## config.mk

```make
export PLATFORM = sky130hd
export DESIGN_NAME = addr_filter_uart_rx
export DESIGN_NICKNAME = d
export VERILOG_FILES = /design/src/rtl/afrx_pkg.sv /design/src/rtl/afrx_sync.sv /design/src/rtl/afrx_deframer.sv /design/src/rtl/afrx_match.sv /design/src/rtl/addr_filter_uart_rx.sv
export SDC_FILE = /design/constraint.sdc
export NUM_CORES = 1
export LEC_CHECK = 0
export BUFFER_PORTS_ARGS = -buffer_cell sky130_fd_sc_hd__buf_4
export CORE_ASPECT_RATIO = 0.7
export CORE_MARGIN = 2
export CORE_UTILIZATION = 25
export DETAILED_ROUTE_END_ITERATION = 10
export SLEW_MARGIN = 20
export SYNTH_ARGS = -nofsm -noshare
export SYNTH_HDL_FRONTEND = slang
export SYNTH_HIERARCHICAL = 1
export SYNTH_SLANG_ARGS = --single-unit
```

## constraint.sdc

```tcl
create_clock -name clk_i -period 2.1 [get_ports clk_i]
set_clock_uncertainty 0.05 [all_clocks]
set_input_delay 0.105 -clock clk_i [delete_from_list [all_inputs] [get_ports clk_i]]
set_output_delay 0.105 -clock clk_i [all_outputs]
set_load 0.02 [all_outputs]
```

## src/rtl/afrx_pkg.sv

```systemverilog
package afrx_pkg;
   parameter int unsigned BYTE_W = 8;
   localparam logic [1:0] MODE_SHIFT = 2'b00;

   typedef enum logic [2:0] {
      ST_IDLE,
      ST_START,
      ST_DATA,
      ST_NINTH,
      ST_STOP
   } rx_state_e;

   typedef struct packed {
      logic [BYTE_W-1:0] data;
      logic              b9;
      logic              stop;
   } rx_frame_t;
endpackage

```

## src/rtl/afrx_sync.sv

```systemverilog
module afrx_sync #(
   parameter int unsigned STAGES = 2
) (
   input  logic clk_i,
   input  logic rst_ni,
   input  logic d_i,
   output logic q_o
);
   generate
      if (STAGES == 0) begin : g_bypass
         assign q_o = d_i;
      end else if (STAGES == 1) begin : g_one
         logic r;
         always_ff @(posedge clk_i) begin
            if (!rst_ni) r <= 1'b1;
            else         r <= d_i;
         end
         assign q_o = r;
      end else begin : g_chain
         logic [STAGES-1:0] r;
         always_ff @(posedge clk_i) begin
            if (!rst_ni) r <= '1;
            else         r <= {r[STAGES-2:0], d_i};
         end
         assign q_o = r[STAGES-1];
      end
   endgenerate
endmodule

```

## src/rtl/afrx_deframer.sv

```systemverilog
module afrx_deframer
   import afrx_pkg::*;
#(
   parameter int unsigned OVS = 16
) (
   input  logic      clk_i,
   input  logic      rst_ni,
   input  logic      tick_i,
   input  logic      rx_i,
   input  logic      nine_i,
   output rx_frame_t frm_o,
   output logic      frm_v_o
);
   localparam int unsigned CW = $clog2(OVS);
   localparam int unsigned IW = $clog2(BYTE_W);
   localparam logic [CW-1:0] HALF_LAST = CW'(OVS/2 - 1);
   localparam logic [CW-1:0] FULL_LAST = CW'(OVS - 1);
   localparam logic [IW-1:0] IDX_LAST  = IW'(BYTE_W - 1);

   rx_state_e         state;
   logic [CW-1:0]     cnt;
   logic [IW-1:0]     idx;
   logic [BYTE_W-1:0] sh;
   logic              b9;

   always_ff @(posedge clk_i) begin
      if (!rst_ni) begin
         state   <= ST_IDLE;
         cnt     <= '0;
         idx     <= '0;
         sh      <= '0;
         b9      <= 1'b0;
         frm_o   <= '0;
         frm_v_o <= 1'b0;
      end else begin
         frm_v_o <= 1'b0;
         if (tick_i) begin
            case (state)
               ST_IDLE: begin
                  if (!rx_i) begin
                     state <= ST_START;
                     cnt   <= '0;
                  end
               end
               ST_START: begin
                  if (cnt == HALF_LAST) begin
                     cnt   <= '0;
                     idx   <= '0;
                     state <= rx_i ? ST_IDLE : ST_DATA;
                  end else begin
                     cnt <= cnt + 1'b1;
                  end
               end
               ST_DATA: begin
                  if (cnt == FULL_LAST) begin
                     cnt <= '0;
                     sh  <= {rx_i, sh[BYTE_W-1:1]};
                     if (idx == IDX_LAST) state <= nine_i ? ST_NINTH : ST_STOP;
                     else                 idx   <= idx + 1'b1;
                  end else begin
                     cnt <= cnt + 1'b1;
                  end
               end
               ST_NINTH: begin
                  if (cnt == FULL_LAST) begin
                     cnt   <= '0;
                     b9    <= rx_i;
                     state <= ST_STOP;
                  end else begin
                     cnt <= cnt + 1'b1;
                  end
               end
               ST_STOP: begin
                  if (cnt == FULL_LAST) begin
                     cnt        <= '0;
                     frm_v_o    <= 1'b1;
                     frm_o.data <= sh;
                     frm_o.b9   <= nine_i ? b9 : rx_i;
                     frm_o.stop <= rx_i;
                     state      <= ST_IDLE;
                  end else begin
                     cnt <= cnt + 1'b1;
                  end
               end
               default: state <= ST_IDLE;
            endcase
         end
      end
   end
endmodule

```

## src/rtl/afrx_match.sv

```systemverilog
module afrx_match #(
   parameter int unsigned W = 8
) (
   input  logic [W-1:0] rx_byte_i,
   input  logic [W-1:0] addr_i,
   input  logic [W-1:0] mask_i,
   output logic         ind_hit_o,
   output logic         bc_hit_o
);
   logic [W-1:0] ind_ok;
   logic [W-1:0] bc_ok;

   generate
      for (genvar i = 0; i < W; i++) begin : g_bit
         assign ind_ok[i] = !mask_i[i] || (rx_byte_i[i] == addr_i[i]);
         assign bc_ok[i]  = !(addr_i[i] || mask_i[i]) || rx_byte_i[i];
      end
   endgenerate

   assign ind_hit_o = &ind_ok;
   assign bc_hit_o  = &bc_ok;
endmodule

```

## src/rtl/addr_filter_uart_rx.sv

```systemverilog
module addr_filter_uart_rx
   import afrx_pkg::*;
#(
   parameter int unsigned OVS         = 16,
   parameter int unsigned SYNC_STAGES = 2
) (
   input  logic              clk_i,
   input  logic              rst_ni,
   input  logic              rx_i,
   input  logic              os_tick_i,
   input  logic [1:0]        mode_i,
   input  logic              filt_en_i,
   input  logic [BYTE_W-1:0] node_addr_i,
   input  logic [BYTE_W-1:0] node_mask_i,
   input  logic              flag_clr_i,
   output logic [BYTE_W-1:0] rx_data_o,
   output logic              rx_bit9_o,
   output logic              rx_flag_o
);
   generate
      if (OVS < 4 || (OVS % 2) != 0) begin : g_bad_ovs
         $error("OVS must be even and at least 4");
      end
      if (SYNC_STAGES > 4) begin : g_bad_sync
         $error("SYNC_STAGES must not exceed 4");
      end
   endgenerate

   logic      rx_s;
   logic      nine;
   logic      frm_v;
   rx_frame_t frm;
   logic      ind_hit;
   logic      bc_hit;
   logic      filt_on;
   logic      is_addr;
   logic      accept;

   assign nine = mode_i[1];

   afrx_sync #(.STAGES(SYNC_STAGES)) u_sync (
      .clk_i (clk_i),
      .rst_ni(rst_ni),
      .d_i   (rx_i),
      .q_o   (rx_s)
   );

   afrx_deframer #(.OVS(OVS)) u_deframer (
      .clk_i  (clk_i),
      .rst_ni (rst_ni),
      .tick_i (os_tick_i),
      .rx_i   (rx_s),
      .nine_i (nine),
      .frm_o  (frm),
      .frm_v_o(frm_v)
   );

   afrx_match #(.W(BYTE_W)) u_match (
      .rx_byte_i(frm.data),
      .addr_i   (node_addr_i),
      .mask_i   (node_mask_i),
      .ind_hit_o(ind_hit),
      .bc_hit_o (bc_hit)
   );

   assign filt_on = filt_en_i && (mode_i != MODE_SHIFT);
   assign is_addr = nine ? frm.b9 : 1'b1;
   assign accept  = frm_v && frm.stop &&
                    (!filt_on || (is_addr && (ind_hit || bc_hit)));

   always_ff @(posedge clk_i) begin
      if (!rst_ni) begin
         rx_data_o <= '0;
         rx_bit9_o <= 1'b0;
         rx_flag_o <= 1'b0;
      end else begin
         if (frm_v) begin
            rx_data_o <= frm.data;
            rx_bit9_o <= frm.b9;
         end
         if (accept)          rx_flag_o <= 1'b1;
         else if (flag_clr_i) rx_flag_o <= 1'b0;
      end
   end
endmodule

```

* Yosys cells after proc, flatten, opt, wreduce, memory -nomap -nowiden
Cells that the tools add are included.
W data, S select, Z words.
** Storage, ports and cells
- Latch bits :: 0
- Bits in registers :: 42
- Bits in read-only memories :: 0
- RAM bits :: 0
- Input port bits :: 24
- Memories kept :: 0
- Output and inout bits :: 10
- Word-level logic and storage cells :: 121
** Cells by class
- Equal/unequal tests :: 22
- Reductions and logical operators :: 62
- Bitwise gates (word level) :: 0
- Mux-type cells :: 22
- $lt $le $gt $ge :: 0
- Multipliers :: 0
- Add/sub/neg operators :: 2
- Div/mod/pow operators :: 0
- Shift operators :: 0
** Operator list (count)
- $mux W3 :: 10
- $logic_or A1 B1 Y1 :: 26
- $logic_not A1 Y1 :: 17
- $reduce_and A8 Y1 :: 2
- $pmux W3 S5 :: 1
- $reduce_and A3 Y1 :: 5
- $mux W4 :: 3
- $pmux W4 S3 :: 1
- $ne A2 B1 Y1 const B :: 5
- $eq A1 B1 Y1 :: 8
- $reduce_and A7 Y1 :: 1
- $eq A3 B2 Y1 const B :: 2
- $eq A3 B3 Y1 const B :: 2
- $pmux W3 S2 :: 1
- $reduce_bool A2 Y1 :: 3
- $mux W1 :: 5
- $reduce_and A5 Y1 :: 1
- $add A4 B1 Y4 const B :: 1
- $eq A4 B3 Y1 const B :: 1
- $eq A4 B4 Y1 const B :: 1
- $logic_and A1 B1 Y1 :: 4
- $ne A2 B2 Y1 const B :: 2
- $add A3 B1 Y3 const B :: 1
- $eq A3 B1 Y1 const B :: 1
- other kinds (4) :: 4

* Depth between registers and ports, before layout
- Depth in word-level cells :: 9
- Gate-level depth with buffers :: 6
- Gate-level depth less buffers :: 6

* By module
The synthesis kept the hierarchy.
** Modules (own cells, without submodules)
- afrx_deframer :: seq. area each 600.6 um2, area an instance 1338.8 um2, instances 1, cells an instance 143
- addr_filter_uart_rx :: seq. area each 200.2 um2, area an instance 424.2 um2, instances 1, cells an instance 38
- afrx_match :: seq. area each 0.0 um2, area an instance 176.4 um2, instances 1, cells an instance 25
- afrx_sync :: seq. area each 40.0 um2, area an instance 52.6 um2, instances 1, cells an instance 4

* Worst setup path before layout
OpenSTA, ideal clock, no wires.
- Path kind :: register to register
- From :: register u_deframer.cnt[0]
- To :: register u_deframer/frm_o[2] in the netlist's numbering
- Library setup time :: 0.128 ns
- Buffers on the path :: 1
- Arrival :: 1.589 ns
- Cell stages (with the launch flop) :: 7
- Period minus slack after synthesis :: 1.766 ns
- Setup slack :: 0.334 ns
- Data required time :: 1.922 ns
- Path through :: dfxtp_1 ha_1 nand4_2 or4b_4 buf_6 mux2i_1 nor2_1
** On the way
- Longest elaborated chain between the ends :: 2
** RTL lines
- start, declared :: line afrx_deframer.sv:21 : logic [CW-1:0] cnt;
- start signal, assigned :: line afrx_deframer.sv:51 : cnt <= cnt + 1'b1;
- start signal, assigned :: line afrx_deframer.sv:61 : cnt <= cnt + 1'b1;
- start signal, assigned :: line afrx_deframer.sv:70 : cnt <= cnt + 1'b1;
- $eq A4 B4 Y1 :: line afrx_deframer.sv:74 : if (cnt == FULL_LAST) begin
- $reduce_and A3 Y1 (no line)
- end, declared :: line afrx_deframer.sv:11 : output rx_frame_t frm_o,
Every way passes these cells.
A chain may end at the register's enable or synchronous reset.

* Worst setup path in the final report
- From :: register u_deframer.cnt[0]
- To :: register u_deframer/frm_o[1] in the netlist's numbering
The elaborated chain is that of the path after synthesis.

==> results summary <==
After detailed routing, the average wire length per cell comes to 12.76 um. The layout has approximately 800 filler cells. The shortest period the worst path allows is 1.995 ns. The root buffer cell chosen for the clock tree is clkbuf_16. The path class of the tightest hold or removal check is input pin to flop. The clock reaches the later pin of the worst-skew pair after 0.28 ns. The number of antenna diodes in the final layout is 0.

Ranked by total cell area, the synthesized netlist is headed by dfxtp_1 42%, mux2i_1 16%, nor2_1 5.1%. For this block, the via count after detailed routing is roughly 1,600. The via density per instance came out at 4.497.

Yosys mapped a number of flops with a built-in enable equal to 0. The utilization of the core after routing came out at between 30% and 40%. The mean instance size in the synthesized netlist came out at 9.485 um2.

The area overhead of the layout relative to synthesis is 27.51%. The number of cells on the worst reg-to-reg path is 5. The distinct cell type count of the synthesized netlist is 40. The ratio of total power to cell area is ~760 nW/um2. The CTS buffer count came out at 5.

The clock tree from TritonCTS is built. Summed over all layers, the routed wires come to 4415 um. The horizontal extent of the die is roughly 110 um. By area, the combinational part of the netlist is dominated by simple AND/OR/NAND/NOR gates. The placeable core region came out at just under 8000 um2.

The initial antenna violation count is 0. Counting along the longest clock path gives a buffer depth of 2. For this configuration, the core starts out at a cell density of 25.53%. The compound-cell area share of the yosys netlist is 10.24%.

The tree built by TritonCTS fans out to 42 sinks. The arithmetic-cell share of the synthesized area counting full adders, half adders and majority gates came out at 1.884%. Across the run, the number of max-cap violations was 0. The number of H-tree levels is 2.

The category of the critical setup timing path is flop to flop. Setup total negative slack on the finished layout was measured at 0 ns. The post-CTS resize count is 0.

By count the netlist is led by 42 x dfxtp_1, 32 x mux2i_1, 27 x nor2_1. The post-DP HPWL came out at roughly 3200 um. Dividing the final minimum period by the clock period gives between 90 and 100%. The total overflow reported by the global router is 0.

The flow ran to the end, and the final reports show no timing, DRC or antenna violations. The data required time at the worst endpoint came out at 2.26 ns. In this run the cell area measured after placement is 2331 um2. Headroom to the max-slew limit came out at between 50% and 60%. The hold violation count in the final report came out at 0. The number of buffer cells added on primary ports came out at 33. The leakage power came out at 1.025 nW. The placer congestion estimate is 0.8057.

The die footprint is approximately 8700 um2. The most used flip-flop cell after synthesis is dfxtp_1. The synthesized netlist net count came out at about 240.

Among all cell types in the netlist, the one instantiated most often is dfxtp_1. The fraction of post-synthesis cell area in the top cell type by area is 42.21%. The number of pins exceeding their max-slew limit in the final report was 0. The final-stage net count is 271. The total number of placement rows came out at 27. The warning count from the yosys run came out at 6.

At the pin with the least slew margin, the transition time is 0.7172 ns. The data arrival time of the worst path came out at 2.15 ns. The die height is 78.68 um. After detailed routing, the number of remaining DRC violations is 0. dfxtp_1 takes more of the synthesized area than any other cell. In this run the cell area of the synthesized design comes to 1992 um2. The post-placement worst setup slack is 0.1262 ns. The timing-limited maximum frequency is 501.2 MHz.

The number of search-and-repair iterations in the first detailed-routing pass came out at 4. The highest net fanout along the worst path came out at 12. In the post-route analysis, the smallest setup slack over all paths is 0.1047 ns. The overall track demand over capacity in global routing is 10.62%.

Clock-pin slew was measured on the worst setup and hold paths at 0.06 ns. The number of storage elements in the synthesis netlist is 42. The initial DRC count came out at 84. In this run the post-CTS setup repair buffer count came out at 0. The total chip power is between 1.5 and 2 mW. The ratio of cells with drive above 1 in the final layout is approximately a fifth. The peak supply drop is 0.2812 mV. In this run the remaining antenna-violating nets after routing total 0. The final count of negative-setup-slack endpoints is 0.

The number of global-route vias before repair is 1,472. For this design the top-level I/O count stands at 34. The synthesized-area fraction occupied by and/or/nand/nor cells is between 20% and 30%. The number of instances in the synthesized netlist came out at 210. The first-pass GRT wire length came out at 7389 um. The worst setup path is launched from a flop. Sequential cells were found to cover 42.21% of the synthesized design area. The worst hold path was traced through 2 stages. The share of synthesized registers carrying an async set or reset is 0%. The worst setup path is captured at a flop.

Setup repair after global routing left no endpoint under its margin. Entering global routing, the biggest net connects 29 pins. The final cell area excluding filler cells is roughly 2500 um2. The share of cell area taken by muxes after synthesis came out at approximately 16%. The XOR/XNOR share of the synthesized area is 3.957%.
-- final cells by class --
| type | count | area (um2) | area share [%] |
|---|---|---|---|
| multi-input combinational | 154 | 1082 | 42.61 |
| sequential | 42 | 840.8 | 33.10 |
| timing repair buffer | 36 | 272.8 | 10.74 |
| clock buffer | 6 | 138.9 | 5.468 |
| tap | 101 | 126.4 | 4.975 |
| clock inverter | 2 | 60.06 | 2.365 |
| inverter | 5 | 18.77 | 0.7389 |
-- routing by layer --
layer	global-route usage (%)	part of all wire (%)
met1	14.75	54
met5	0	0
met4	4.125	0.77
met2	15.34	42
met3	3.243	3.6
-- timing repair --
action | in CTS | in global routing
hold endpoints to repair | 1 | 0
hold buffers | 1 | 0
setup endpoints to repair | 0 | 0
-- metrics by stage --
step	hold slack, ns	std cells
after floorplan	0.1280	210
after global placement	0.2421	337
after detailed placement	0.2455	337
after CTS	0.07983	346
after global routing	0.08606	346
final	0.08071	346
-- where the power goes --
group          leakage (nW)  internal [mW]  switching [mW]
registers             0.339          0.801         0.00672
logic                 0.590         0.0526          0.0487
clock network        0.0971          0.713           0.297
-- cell families (layout without fill, tap and decap cells) --
group	Yosys count	after routing
buf+inv	14	49
mux	32	32
compound gates	30	30
xor+xnor	9	9
fa+ha+maj	3	3
flops	42	42
simple gates	80	80
-- worst max-delay path, stage by stage, from the launching register on --
cell and delay [ns]:
dfxtp_1 0.37, ha_1 0.26, nand4_2 0.18, or4b_4 0.65, or2_0 0.26, a21oi_1 0.15
-- layout by cell type, fill, tap and decap left out, drive strengths merged, types with 4 or more instances in the layout --
master   n
a21oi    7
nand2   14
dfxtp   42
o21ai    4
inv      5
or3      6
nor2    28
a22oi    4
mux2i   32
nor2b   10
clkbuf   6
nand3    5
buf     35
xor2     9
-- path summary, 6_finish.rpt --
kind                                          start                  end  slack, ns
worst max register to register    u_deframer/cnt[0]  u_deframer/frm_o[1]       0.10
worst min register to register  u_sync/g_chain.r[0]  u_sync/g_chain.r[1]       0.36
worst min-delay path                         rst_ni  u_sync/g_chain.r[0]       0.08
worst max-delay path              u_deframer/cnt[0]  u_deframer/frm_o[1]       0.10
-- flip-flops by register name, summed over array words and instances (netlist names) --
register	cells
u_deframer/frm_o	10
rx_data_o	8
u_deframer/sh	8
u_deframer/cnt	4
u_deframer/idx	3
u_deframer/state	3
u_sync/g_chain.r	2
rx_bit9_o	1
rx_flag_o	1
u_deframer/b9	1
u_deframer/frm_v_o	1
Note: power is estimated with default switching activity, not from simulation.
